<file path="config.mk">
export PLATFORM = sky130hd
export DESIGN_NAME = stat_guard
export DESIGN_NICKNAME = d
export VERILOG_FILES = /design/src/rtl/stat_guard_pkg.sv /design/src/rtl/sg_cycle_timer.sv /design/src/rtl/sg_region_guard.sv /design/src/rtl/stat_guard.sv
export SDC_FILE = /design/constraint.sdc
export NUM_CORES = 1
export LEC_CHECK = 0
export ABC_AREA = 1
export BUFFER_PORTS_ARGS = -buffer_cell sky130_fd_sc_hd__clkbuf_2
export CORE_UTILIZATION = 48
export CTS_BUF_LIST = sky130_fd_sc_hd__clkbuf_2
export DETAILED_ROUTE_END_ITERATION = 6
export GPL_ROUTABILITY_DRIVEN = 0
export PLACE_DENSITY = 0.85
export SYNTH_ARGS = -nofsm -noshare
export SYNTH_HDL_FRONTEND = slang
export SYNTH_SLANG_ARGS = --single-unit
</file>
<file path="constraint.sdc">
create_clock -name clk -period 3 [get_ports clk]
set_input_delay 0.45 -clock clk [delete_from_list [all_inputs] [get_ports clk]]
set_output_delay 0.45 -clock clk [all_outputs]
set_load 0.01 [all_outputs]
</file>
<file path="src/rtl/stat_guard_pkg.sv">
package stat_guard_pkg;
  typedef enum logic {
    CYC_MEM  = 1'b0,
    CYC_STAT = 1'b1
  } cyc_kind_t;

  localparam int unsigned STATUS_W = 8;
  localparam logic [3:0]  STATUS_TOP = 4'b1111;
endpackage

</file>
<file path="src/rtl/sg_cycle_timer.sv">
module sg_cycle_timer #(
  parameter int unsigned WR_CYCLES = 16
) (
  input  logic clk,
  input  logic rst_n,
  input  logic start,
  output logic busy,
  output logic done
);
  localparam int unsigned CNT_W = $clog2(WR_CYCLES + 1);
  localparam logic [CNT_W-1:0] LOAD = CNT_W'(WR_CYCLES);
  localparam logic [CNT_W-1:0] ONE  = CNT_W'(1);

  logic [CNT_W-1:0] cnt_q, cnt_nx;
  logic             cnt_en;

  always_comb begin
    cnt_en = start || (cnt_q != '0);
    cnt_nx = cnt_q;
    if (start)             cnt_nx = LOAD;
    else if (cnt_q != '0)  cnt_nx = cnt_q - ONE;
  end

  always_ff @(posedge clk or negedge rst_n) begin
    if (!rst_n)      cnt_q <= '0;
    else if (cnt_en) cnt_q <= cnt_nx;
  end

  assign busy = (cnt_q != '0);
  assign done = (cnt_q == ONE);
endmodule

</file>
<file path="src/rtl/sg_region_guard.sv">
module sg_region_guard #(
  parameter int unsigned ADDR_W = 9
) (
  input  logic [1:0]        bp,
  input  logic [ADDR_W-1:0] addr,
  output logic              hit
);
  localparam int unsigned MSB = ADDR_W - 1;

  generate
    if (ADDR_W >= 2) begin : g_wide
      always_comb begin
        unique case (bp)
          2'b00:   hit = 1'b0;
          2'b01:   hit = addr[MSB] & addr[MSB-1];
          2'b10:   hit = addr[MSB];
          default: hit = 1'b1;
        endcase
      end
    end else begin : g_narrow
      always_comb begin
        unique case (bp)
          2'b00:   hit = 1'b0;
          2'b01:   hit = 1'b0;
          2'b10:   hit = addr[MSB];
          default: hit = 1'b1;
        endcase
      end
    end
  endgenerate
endmodule

</file>
<file path="src/rtl/stat_guard.sv">
module stat_guard
  import stat_guard_pkg::*;
#(
  parameter int unsigned ADDR_W    = 9,
  parameter int unsigned WR_CYCLES = 16
) (
  input  logic                clk,
  input  logic                rst_n,
  input  logic                cmd_wren,
  input  logic                cmd_wrdi,
  input  logic                cmd_wrsr,
  input  logic [7:0]          wrsr_data,
  input  logic                cmd_write,
  input  logic [ADDR_W-1:0]   write_addr,
  input  logic                wp_n,
  output logic [STATUS_W-1:0] status_byte,
  output logic                wrsr_ok,
  output logic                wrsr_rej,
  output logic                write_ok,
  output logic                write_rej,
  output logic                busy
);
  logic      wel_q, wel_nx;
  logic [1:0] bp_q, bp_nx, pend_q;
  cyc_kind_t kind_q;
  logic      start, done, hit, gate, wel_clr, bp_en;
  logic      unused_data;

  assign unused_data = ^{wrsr_data[7:4], wrsr_data[1:0]};

  sg_cycle_timer #(.WR_CYCLES(WR_CYCLES)) u_timer (
    .clk(clk), .rst_n(rst_n), .start(start), .busy(busy), .done(done)
  );

  sg_region_guard #(.ADDR_W(ADDR_W)) u_region (
    .bp(bp_q), .addr(write_addr), .hit(hit)
  );

  // verdicts
  always_comb begin
    gate      = wel_q & ~busy & wp_n;
    wrsr_ok   = cmd_wrsr & gate;
    wrsr_rej  = cmd_wrsr & ~gate;
    write_ok  = cmd_write & gate & ~hit;
    write_rej = cmd_write & ~(gate & ~hit);
    start     = wrsr_ok | write_ok;
  end

  // next state
  always_comb begin
    wel_clr = ~wp_n | done | cmd_wrdi;
    wel_nx  = wel_q;
    if (wel_clr)       wel_nx = 1'b0;
    else if (cmd_wren) wel_nx = 1'b1;
    bp_en = done & (kind_q == CYC_STAT);
    bp_nx = bp_en ? pend_q : bp_q;
  end

  always_ff @(posedge clk or negedge rst_n) begin
    if (!rst_n) begin
      wel_q <= 1'b0;
      bp_q  <= 2'b00;
    end else begin
      wel_q <= wel_nx;
      if (bp_en) bp_q <= bp_nx;
    end
  end

  always_ff @(posedge clk or negedge rst_n) begin
    if (!rst_n) begin
      kind_q <= CYC_MEM;
      pend_q <= 2'b00;
    end else if (start) begin
      kind_q <= wrsr_ok ? CYC_STAT : CYC_MEM;
      pend_q <= wrsr_data[3:2];
    end
  end

  assign status_byte = {STATUS_TOP, bp_q, wel_q, busy};
endmodule

</file>
==> metrics.json, run 1 <==
{
  "drc_errors": {"value": 0},
  "initial_antenna_violation_count": {"value": 0},
  "overflow": {"value": 0},
  "synth.area.mux_share": {"value": 0, "unit": "%"},
  "setup_violations": {"value": 0},
  "routed-via-count": {"value": 542},
  "hold_wc_path_type": {"value": "in2async"},
  "fin_crit_sh": {"value": 70.9, "unit": "%"},
  "worst_skew_pair.late_latency": {"value": 0.26, "unit": "ns"},
  "detail_route.wirelength": {"value": 1120, "unit": "um"},
  "outcome": {"value": "completed"},
  "area_of_the_mapped_netlist": {"value": 676, "unit": "um2"},
  "flow.area_growth_from_synthesis": {"value": 14.8, "unit": "%"},
  "r2r-start": {"value": "u_timer.cnt_q[0]$_DFFE_PN0P_"},
  "die_width": {"value": 39.5, "unit": "um"},
  "synthXorXnorAreaFrac": {"value": 2.59, "unit": "%"},
  "cts_inserted_buffers": {"value": 3},
  "cts-resized-gates": {"value": 0},
  "timing.final.hold_violations": {"value": 0},
  "hold_buffers": {"value": 0},
  "postSynthCellCount": {"value": 76},
  "detailedPlacementHpwl": {"value": 913, "unit": "um"},
  "total_routing_usage_gr": {"value": 16.4, "unit": "%"},
  "io_buffer_count": {"value": 19},
  "finalClockSkew": {"value": 0.00725, "unit": "ns"},
  "post_dp_cell_area": {"value": 756, "unit": "um2"},
  "most-common-layout-cells": {"value": "clkbuf_2, nand2_1, inv_1"},
  "grt_pass1_wl": {"value": 1670, "unit": "um"},
  "clockRootBuffer": {"value": "clkbuf_2"},
  "crit_path_start_kind": {"value": "register"},
  "top_level_ports": {"value": 37},
  "via_count_of_the_first_global_routing_pass": {"value": 426},
  "synth-compound-area-share": {"value": 8.89, "unit": "%"},
  "wl_per_cell": {"value": 10.1, "unit": "um"},
  "timing.critical_path.arrival": {"value": 1.68, "unit": "ns"},
  "cts.clk_slew.worst_paths": {"value": 0.11, "unit": "ns"},
  "grt_setup_unrepaired": {"value": "false"},
  "cts_tree": {"value": "done"},
  "final_net_count": {"value": 124},
  "mostFrequentLayoutCell": {"value": "clkbuf_2"},
  "setup_tns": {"value": 0, "unit": "ns"},
  "fraction_of_final_layout_cells_with_drive_strength_greater_than_1": {"value": 32.3, "unit": "%"},
  "power_density": {"value": 808, "unit": "nW/um2"},
  "critPathKind": {"value": "reg2out"},
  "final_core_util": {"value": 59.6, "unit": "%"},
  "final_max_slew_viol_count": {"value": 0},
  "h-tree-depth": {"value": 1},
  "floorplan.initialDensity": {"value": 51.9, "unit": "%"},
  "antenna-diode-count": {"value": 0},
  "period_minus_slack": {"value": 2.13, "unit": "ns"},
  "power.static_leakage": {"value": 0.482, "unit": "nW"},
  "hold_slack": {"value": 0.0357, "unit": "ns"},
  "rows": {"value": 13},
  "share_of_the_yosys_chip_area_belonging_to_registers": {"value": 40.7, "unit": "%"},
  "finish.instance_area": {"value": 776, "unit": "um2"},
  "clk_path_buf_depth": {"value": 2},
  "endpoint_kind": {"value": "output pin"},
  "fmax": {"value": 470, "unit": "MHz"},
  "synthAdderAreaFrac": {"value": 5.56, "unit": "%"},
  "combinational_family_with_the_most_area_after_synthesis": {"value": "simple AND/OR/NAND/NOR gates"},
  "synthesis.area_per_instance": {"value": 8.89, "unit": "um2"},
  "critPathLaunch": {"value": "u_timer.cnt_q[0]$_DFFE_PN0P_"},
  "numPlacedInstances": {"value": 107},
  "instances_no_fill": {"value": 111},
  "drt-pass1-iter-count": {"value": 4},
  "core_region_area": {"value": 1300, "unit": "um2"},
  "cp.required": {"value": 2.55, "unit": "ns"},
  "floorplan.die_area": {"value": 1560, "unit": "um2"},
  "yosys_warnings": {"value": 0},
  "synth-seq-cells": {"value": 11},
  "worst_ir_drop_vdd": {"value": 0.000439, "unit": "V"},
  "cap_violations": {"value": 0},
  "drt-vias-per-instance": {"value": 4.88},
  "fp.dieH": {"value": 39.5, "unit": "um"},
  "cts.repair_timing.setup_buffer_count": {"value": 0},
  "clock_sink_count": {"value": 11},
  "rrSetupSlack": {"value": 1.51, "unit": "ns"},
  "postRouteAntennaNets": {"value": 0},
  "worstPathMaxFanout": {"value": 8},
  "ys_types": {"value": 22},
  "grt_max_degree": {"value": 12},
  "detail_route.iter0.violations": {"value": 14},
  "share_of_synthesized_cell_area_in_and_or_nand_and_nor_gates": {"value": 28.3, "unit": "%"}
}
-- final timing paths --
kind,depth (start not counted),endpoint
min reg2reg,2,kind_q$_DFFE_PN0P_
min in group clk,2,wel_q$_DFFE_PN0P_
max reg2reg,10,pend_q[1]$_DFFE_PN0P_
max in group asynchronous,1,u_timer.cnt_q[0]$_DFFE_PN0P_
min,1,wel_q$_DFFE_PN0P_
max,9,write_ok
-- power breakdown --
| group | total, mW | switching (mW) | internal, mW |
|---|---|---|---|
| combinational | 0.287 | 0.172 | 0.114 |
| clock | 0.0858 | 0.0504 | 0.0354 |
| sequential | 0.254 | 0.0458 | 0.209 |
| total | 0.627 | 0.269 | 0.358 |
-- stage by stage --
step	total power, mW	setup slack, ns
global route	0.691	0.706
CTS	0.632	0.851
floorplan	0.483	1.33
detailed placement	0.547	1.15
finish	0.627	0.873
global placement	0.528	1.19
-- area by class of cell --
class | instances | area, um2
clock buffers | 4 | 20.0
fillers | 126 | 526
inverters | 12 | 45.0
multi-input cells | 50 | 322
flip-flops and latches | 11 | 275
well taps | 15 | 18.8
repair buffers | 19 | 95.1
-- cells in the mapped netlist --
master | n | share of area [%]
xnor2_1 | 1 | 1.3
a21o_2 | 1 | 1.3
nand3_1 | 3 | 2.2
nand4_1 | 3 | 2.8
inv_1 | 12 | 6.7
a21oi_1 | 3 | 2.2
conb_1 | 1 | 0.56
nor2_1 | 4 | 2.2
xor2_1 | 1 | 1.3
ha_1 | 3 | 5.6
a21boi_0 | 1 | 1.1
dfrtp_1 | 11 | 41
nor2_4 | 2 | 3.3
o21ai_0 | 4 | 3.0
nand2_1 | 13 | 7.2
nand3_4 | 1 | 2.6
a311oi_1 | 1 | 1.3
buf_4 | 6 | 6.7
nand2_2 | 1 | 0.93
nand2_4 | 2 | 3.3
nor2_8 | 1 | 3.0
nor3_1 | 1 | 0.74
-- sequential cells by signal, summed over array words and instances, names as in the netlist --
| signal | flops |
|---|---|
| bp_q | 2 |
| kind_q | 1 |
| pend_q | 2 |
| u_timer.cnt_q | 5 |
| wel_q | 1 |
-- worst max-delay path, cell delays in order, from the launching register on --
cell and delay (ns):
dfrtp_1 0.41, inv_1 0.12, ha_1 0.16, inv_1 0.07, nor2_4 0.12, nand2_4 0.11, nor2_8 0.14, nand3_4 0.11
inv_1 0.07, clkbuf_2 0.12
-- cell families after synthesis --
group,count (synthesis)
buffers and inverters,18
AOI/OAI and AO/OA,10
and+or+nand+nor,31
DFF,11
xor gates and xnor gates,2
other,1
adders and majority gates,3
-- routing by layer --
metal | share of wire (%) | track usage (%) | vias up
li1 | - | - | 271
met1 | 44 | 20.6 | 244
met2 | 47 | 26.2 | 22
met3 | 5.8 | 1.70 | 5
met4 | 2.7 | 10.3 | 0
met5 | 0 | 0 | -
(Power assumes the default switching activity.)
==> run 2: changes to the inputs <==
Settings changed: CORE_UTILIZATION 48 to 45, PLACE_DENSITY 0.85 to 0.81.
Clock period 3 ns to 2.2 ns, I/O delays scaled along.
==> run 2 against run 1 <==
Compared with the run above: wire length decreased by 1.3%; global-route usage is 0.64 points lower; clock power rose by 31%; sequential share of layout area is 0.45 points lower; non-clock buffer count up 1; combinational power is 34% higher; via count fell by 2.0%; core utilization is 1.4 points lower; clock-buffer cell count did not move; register-to-register slack worse by 0.82 ns; largest power group unchanged; highest routed layer unchanged.
==> metrics.json, run 2 (same netlist as run 1, synthesis figures left out) <==
{
  "h-tree-depth": {"value": 1},
  "clock_sink_count": {"value": 11},
  "cts.repair_timing.setup_buffer_count": {"value": 0},
  "critPathSlowestCell": {"value": "dfrtp_1"},
  "critical_path_s_largest_stage_delay": {"value": 0.42, "unit": "ns"},
  "critPathKind": {"value": "reg2out"},
  "cap_violations": {"value": 0},
  "core_region_area": {"value": 1350, "unit": "um2"},
  "p_comb_share": {"value": 45.6, "unit": "%"},
  "switching_share": {"value": 42.0, "unit": "%"},
  "power.static_leakage": {"value": 0.487, "unit": "nW"},
  "worstPathMaxFanout": {"value": 8},
  "mostFrequentLayoutCell": {"value": "clkbuf_2"},
  "fin_crit_sh": {"value": 91.2, "unit": "%"},
  "overflow": {"value": 0},
  "drc_errors": {"value": 0},
  "dp_worst_setup_slack": {"value": 0.477, "unit": "ns"},
  "io_buffer_count": {"value": 19},
  "via_count_of_the_first_global_routing_pass": {"value": 400},
  "cts_tree": {"value": "done"},
  "drt-vias-per-instance": {"value": 4.74},
  "cp.required": {"value": 1.87, "unit": "ns"},
  "crit_path_start_kind": {"value": "register"},
  "flow.area_growth_from_synthesis": {"value": 16.3, "unit": "%"},
  "layout_setup_ws": {"value": 0.193, "unit": "ns"},
  "antenna-diode-count": {"value": 0},
  "worst-path-buf-inv": {"value": 4},
  "final_net_count": {"value": 125},
  "final_max_slew_viol_count": {"value": 0},
  "outcome": {"value": "completed"},
  "detail_route.iter0.violations": {"value": 5},
  "critPathMostFrequentCell": {"value": "inv_1"},
  "fraction_of_final_layout_cells_with_drive_strength_greater_than_1": {"value": 32.0, "unit": "%"},
  "power_report.internal_total": {"value": 0.490, "unit": "mW"},
  "cts_inserted_buffers": {"value": 3},
  "floorplan.die_area": {"value": 1660, "unit": "um2"},
  "path_cells": {"value": "inv_1, ha_1, inv_1, nor2_4, nand2_4, nor2_8, nand3_4, inv_1, clkbuf_2"},
  "floorplan.initialDensity": {"value": 50.0, "unit": "%"},
  "fmax": {"value": 498, "unit": "MHz"},
  "period_minus_slack": {"value": 2.01, "unit": "ns"},
  "timing.critical_path.arrival": {"value": 1.68, "unit": "ns"},
  "endpoint_kind": {"value": "output pin"},
  "total_routing_usage_gr": {"value": 15.7, "unit": "%"},
  "timing.final.hold_violations": {"value": 0},
  "finalClockSkew": {"value": 0.0137, "unit": "ns"},
  "wl_per_cell": {"value": 9.87, "unit": "um"},
  "clk_path_buf_depth": {"value": 2},
  "grt_max_degree": {"value": 12},
  "power_density": {"value": 1080, "unit": "nW/um2"},
  "routed-via-count": {"value": 531},
  "setup_violations": {"value": 0},
  "grt_setup_unrepaired": {"value": "false"},
  "initial_antenna_violation_count": {"value": 0},
  "cts.clk_slew.worst_paths": {"value": 0.11, "unit": "ns"},
  "detailedPlacementHpwl": {"value": 878, "unit": "um"},
  "netSwitchingPower": {"value": 0.355, "unit": "mW"},
  "clockPowerShare": {"value": 13.3, "unit": "%"},
  "die_width": {"value": 40.8, "unit": "um"},
  "rows": {"value": 13},
  "postRouteAntennaNets": {"value": 0},
  "drt-pass1-iter-count": {"value": 4},
  "top_regs": {"value": "u_timer.cnt_q x5, bp_q x2, pend_q x2"},
  "clockRootBuffer": {"value": "clkbuf_2"},
  "fp.dieH": {"value": 40.8, "unit": "um"},
  "worst_ir_drop_vdd": {"value": 0.000677, "unit": "V"},
  "most-common-layout-cells": {"value": "clkbuf_2, nand2_1, inv_1"},
  "top_level_ports": {"value": 37},
  "grt_pass1_wl": {"value": 1630, "unit": "um"},
  "hold_wc_path_type": {"value": "in2reg"},
  "worst_skew_pair.late_latency": {"value": 0.25, "unit": "ns"},
  "largest_reg_flops": {"value": 5},
  "cts-resized-gates": {"value": 0},
  "setup_tns": {"value": 0, "unit": "ns"},
  "critical-path-top-delay-family": {"value": "simple AND/OR/NAND/NOR gates"},
  "detail_route.wirelength": {"value": 1110, "unit": "um"},
  "seqPwrFrac": {"value": 41.1, "unit": "%"},
  "top_register": {"value": "u_timer.cnt_q"}
}
## run 2: cell types whose count changed in the layout (fill, tap and decap cells not counted), sizes merged
| cell | before | now |
|---|---|---|
| dlygate4sd3 | 0 | 1 |
## run 2: repair_timing
item                       CTS  global route
hold buffers                 1             0
hold endpoints to repair    11             0
setup endpoints to repair    0             0
## run 2: power groups by stage
stage | Combinational [mW] | Clock (mW) | Sequential, mW
after floorplan | 0.311 | 0 | 0.348
after global placement | 0.373 | 0 | 0.349
after detailed placement | 0.387 | 0 | 0.352
after CTS | 0.390 | 0.119 | 0.348
after global routing | 0.442 | 0.128 | 0.360
final | 0.386 | 0.112 | 0.347
## run 2: path summary, 6_finish.rpt
check | start | end | slack (ns) | cells after the start
setup / recovery | u_timer.cnt_q[0]$_DFFE_PN0P_ | write_ok | 0.19 | 9
hold / removal | cmd_wrdi | wel_q$_DFFE_PN0P_ | 0.23 | 2
setup reg to reg | u_timer.cnt_q[0]$_DFFE_PN0P_ | pend_q[0]$_DFFE_PN0P_ | 0.69 | 10
hold reg to reg | kind_q$_DFFE_PN0P_ | kind_q$_DFFE_PN0P_ | 0.49 | 2
max in group asynchronous | rst_n | pend_q[1]$_DFFE_PN0P_ | 1.49 | 2
min in group asynchronous | rst_n | u_timer.cnt_q[2]$_DFFE_PN0P_ | 0.48 | 2
## run 2: per-stage QoR
step	utilization [%]	hold WS [ns]	std cells	instance area, um2	total power, mW
after global placement	56.0	0.217	107	756	0.722
final	58.2	0.227	112	786	0.845
after global routing	58.2	0.201	112	786	0.930
after floorplan	-	0.0344	79	687	0.659
after detailed placement	56.0	0.217	107	756	0.739
after CTS	58.2	0.209	112	786	0.858
## run 2: per-layer routing
layer / part of all wire, % / up-vias / track usage, %
li1: - / 274 / -
met1: 45 / 236 / 18.9
met2: 48 / 19 / 24.2
met3: 5.6 / 2 / 4.89
met4: 1.2 / 0 / 10.0
met5: 0 / - / 0
## run 2: area by class of cell
class	count	area [um2]
Sequential cell	11	275
Fill cell	132	564
Clock buffer	4	20.0
Multi-Input combinational cell	50	322
Inverter	12	45.0
Timing Repair Buffer	20	105
Tap cell	15	18.8
==> run 3: changes to the inputs <==
Settings changed: PLACE_DENSITY 0.81 to 0.92.
==> run 3 against run 2 <==
Compared with the run above: sequential share of layout area unchanged; setup slack worse by 0.014 ns; register-to-register slack worse by 0.02 ns; cell count stayed put; hold slack worse by 0.019 ns; clock skew fell by 0.0074 ns; first-iteration DRC count up 140%; via count grew 3.0%; critical path depth did not move; die area unchanged.
==> metrics.json, run 3 (same netlist as run 1, synthesis figures left out) <==
{
  "grt_max_degree": {"value": 12},
  "fraction_of_final_layout_cells_with_drive_strength_greater_than_1": {"value": 32.0, "unit": "%"},
  "cts.clk_slew.worst_paths": {"value": 0.11, "unit": "ns"},
  "layout_setup_ws": {"value": 0.179, "unit": "ns"},
  "largest_reg_flops": {"value": 5},
  "initial_antenna_violation_count": {"value": 0},
  "reg2reg_depth": {"value": 10},
  "outcome": {"value": "completed"},
  "detail_route.iter0.violations": {"value": 12},
  "worst-path-buf-inv": {"value": 4},
  "rr_endpoint": {"value": "pend_q[0]$_DFFE_PN0P_"},
  "final_max_slew_viol_count": {"value": 0},
  "n_fill_cell": {"value": 131},
  "mostFrequentLayoutCell": {"value": "clkbuf_2"},
  "grt_pass1_wl": {"value": 1620, "unit": "um"},
  "r2r-start": {"value": "u_timer.cnt_q[0]$_DFFE_PN0P_"},
  "cp.required": {"value": 1.87, "unit": "ns"},
  "top_register": {"value": "u_timer.cnt_q"},
  "final_net_count": {"value": 125},
  "floorplan.initialDensity": {"value": 50.0, "unit": "%"},
  "timing.critical_path.arrival": {"value": 1.69, "unit": "ns"},
  "postRouteAntennaNets": {"value": 0},
  "h-tree-depth": {"value": 1},
  "critPathKind": {"value": "reg2out"},
  "drc_errors": {"value": 0},
  "routed-via-count": {"value": 547},
  "path_cells": {"value": "inv_1, ha_1, inv_1, nor2_4, nand2_4, nor2_8, nand3_4, inv_1, clkbuf_2"},
  "rrSetupSlack": {"value": 0.67, "unit": "ns"},
  "setup_violations": {"value": 0},
  "period_minus_slack": {"value": 2.02, "unit": "ns"},
  "fin_crit_sh": {"value": 91.9, "unit": "%"},
  "core_region_area": {"value": 1350, "unit": "um2"},
  "via_count_of_the_first_global_routing_pass": {"value": 386},
  "cts_tree": {"value": "done"},
  "power_density": {"value": 1100, "unit": "nW/um2"},
  "crit_path_start_kind": {"value": "register"},
  "clk_path_buf_depth": {"value": 2},
  "cts-resized-gates": {"value": 0},
  "flow.area_growth_from_synthesis": {"value": 16.3, "unit": "%"},
  "worst_skew_pair.late_latency": {"value": 0.26, "unit": "ns"},
  "drt-pass1-iter-count": {"value": 4},
  "total_routing_usage_gr": {"value": 16.3, "unit": "%"},
  "wl_per_cell": {"value": 11.3, "unit": "um"},
  "timing.final.hold_violations": {"value": 0},
  "critPathSlowestCell": {"value": "dfrtp_1"},
  "cts_inserted_buffers": {"value": 3},
  "endpoint_kind": {"value": "output pin"},
  "drt-vias-per-instance": {"value": 4.88},
  "io_buffer_count": {"value": 19},
  "fmax": {"value": 495, "unit": "MHz"},
  "rows": {"value": 13},
  "detail_route.wirelength": {"value": 1270, "unit": "um"},
  "worst_ir_drop_vdd": {"value": 0.000633, "unit": "V"},
  "floorplan.die_area": {"value": 1660, "unit": "um2"},
  "clockRootBuffer": {"value": "clkbuf_2"},
  "cap_violations": {"value": 0},
  "critical-path-top-delay-family": {"value": "simple AND/OR/NAND/NOR gates"},
  "critPathLaunch": {"value": "u_timer.cnt_q[0]$_DFFE_PN0P_"},
  "clock_sink_count": {"value": 11},
  "fp.dieH": {"value": 40.8, "unit": "um"},
  "power.static_leakage": {"value": 0.487, "unit": "nW"},
  "numPlacedInstances": {"value": 107},
  "worstPathMaxFanout": {"value": 8},
  "critical_path_s_largest_stage_delay": {"value": 0.42, "unit": "ns"},
  "critPathMostFrequentCell": {"value": "inv_1"},
  "top_level_ports": {"value": 37},
  "die_width": {"value": 40.8, "unit": "um"},
  "grt_setup_unrepaired": {"value": "false"},
  "hold_wc_path_type": {"value": "in2reg"},
  "most-common-layout-cells": {"value": "clkbuf_2, nand2_1, inv_1"},
  "overflow": {"value": 0},
  "dp_worst_setup_slack": {"value": 0.480, "unit": "ns"},
  "cp-endpoint": {"value": "write_ok"},
  "setup_tns": {"value": 0, "unit": "ns"},
  "instances_no_fill": {"value": 112},
  "antenna-diode-count": {"value": 0},
  "critical_path_depth": {"value": 9},
  "finalClockSkew": {"value": 0.00633, "unit": "ns"},
  "detailedPlacementHpwl": {"value": 972, "unit": "um"},
  "top_regs": {"value": "u_timer.cnt_q x5, bp_q x2, pend_q x2"}
}
==> run 3: cell counts in the layout (fill, tap and decap cells not counted) <==
Identical to the previous run, type by type.
==> run 3: worst reg2reg max path: cells and delay by family, from the launching register on <==
kind,cells,cell delay (ns)
adder cells (fa/ha/maj),1,0.15
buffers and inverters,2,0.19
flip-flops,1,0.42
AND/OR/NAND/NOR,7,0.71
==> run 3: repair_timing <==
action	CTS	global route
hold endpoints to repair	11	0
hold buffers	1	0
buffers inserted	0	0
==> run 3: worst min path at each step <==
stage / startpoint / end / slack (ns) / cells past startpoint
after floorplan: rst_n / bp_q[0]$_DFFE_PN0P_ / 0.03 / 0
final: cmd_wrdi / wel_q$_DFFE_PN0P_ / 0.21 / 2
after CTS: cmd_wrdi / wel_q$_DFFE_PN0P_ / 0.22 / 2
after detailed placement: rst_n / bp_q[1]$_DFFE_PN0P_ / 0.21 / 1
after global placement: rst_n / bp_q[1]$_DFFE_PN0P_ / 0.21 / 1
after global routing: cmd_wrdi / wel_q$_DFFE_PN0P_ / 0.20 / 2
==> run 3: stage by stage <==
step	util (%)	instance area (um2)	total power, mW	hold WS, ns
after global routing	58.2	786	0.937	0.200
after floorplan	-	687	0.659	0.0344
after CTS	58.2	786	0.863	0.216
after global placement	56.0	756	0.717	0.211
final	58.2	786	0.865	0.208
after detailed placement	56.0	756	0.748	0.214
==> run 3: layout make-up <==
cell class / count / area [um2] / share of cell area (%)
multi-input cells: 50 / 322 / 40.9
flip-flops and latches: 11 / 275 / 35.0
repair buffers: 20 / 105 / 13.4
inverters: 12 / 45.0 / 5.73
clock buffers: 4 / 20.0 / 2.55
well taps: 15 / 18.8 / 2.39
==> run 3: metal layers <==
layer / vias up / track usage [%] / share of wire (%)
met1: 240 / 18.4 / 42
met2: 26 / 26.6 / 50
met4: 0 / 10.0 / 1.9
met3: 4 / 4.89 / 5.8
li1: 277 / - / -
met5: - / 0 / 0
==> run 3: power by group <==
group | switching (mW) | leakage [nW] | internal, mW
Clock | 0.0681 | 0.0166 | 0.0483
Combinational | 0.241 | 0.329 | 0.157
Sequential | 0.0659 | 0.140 | 0.285
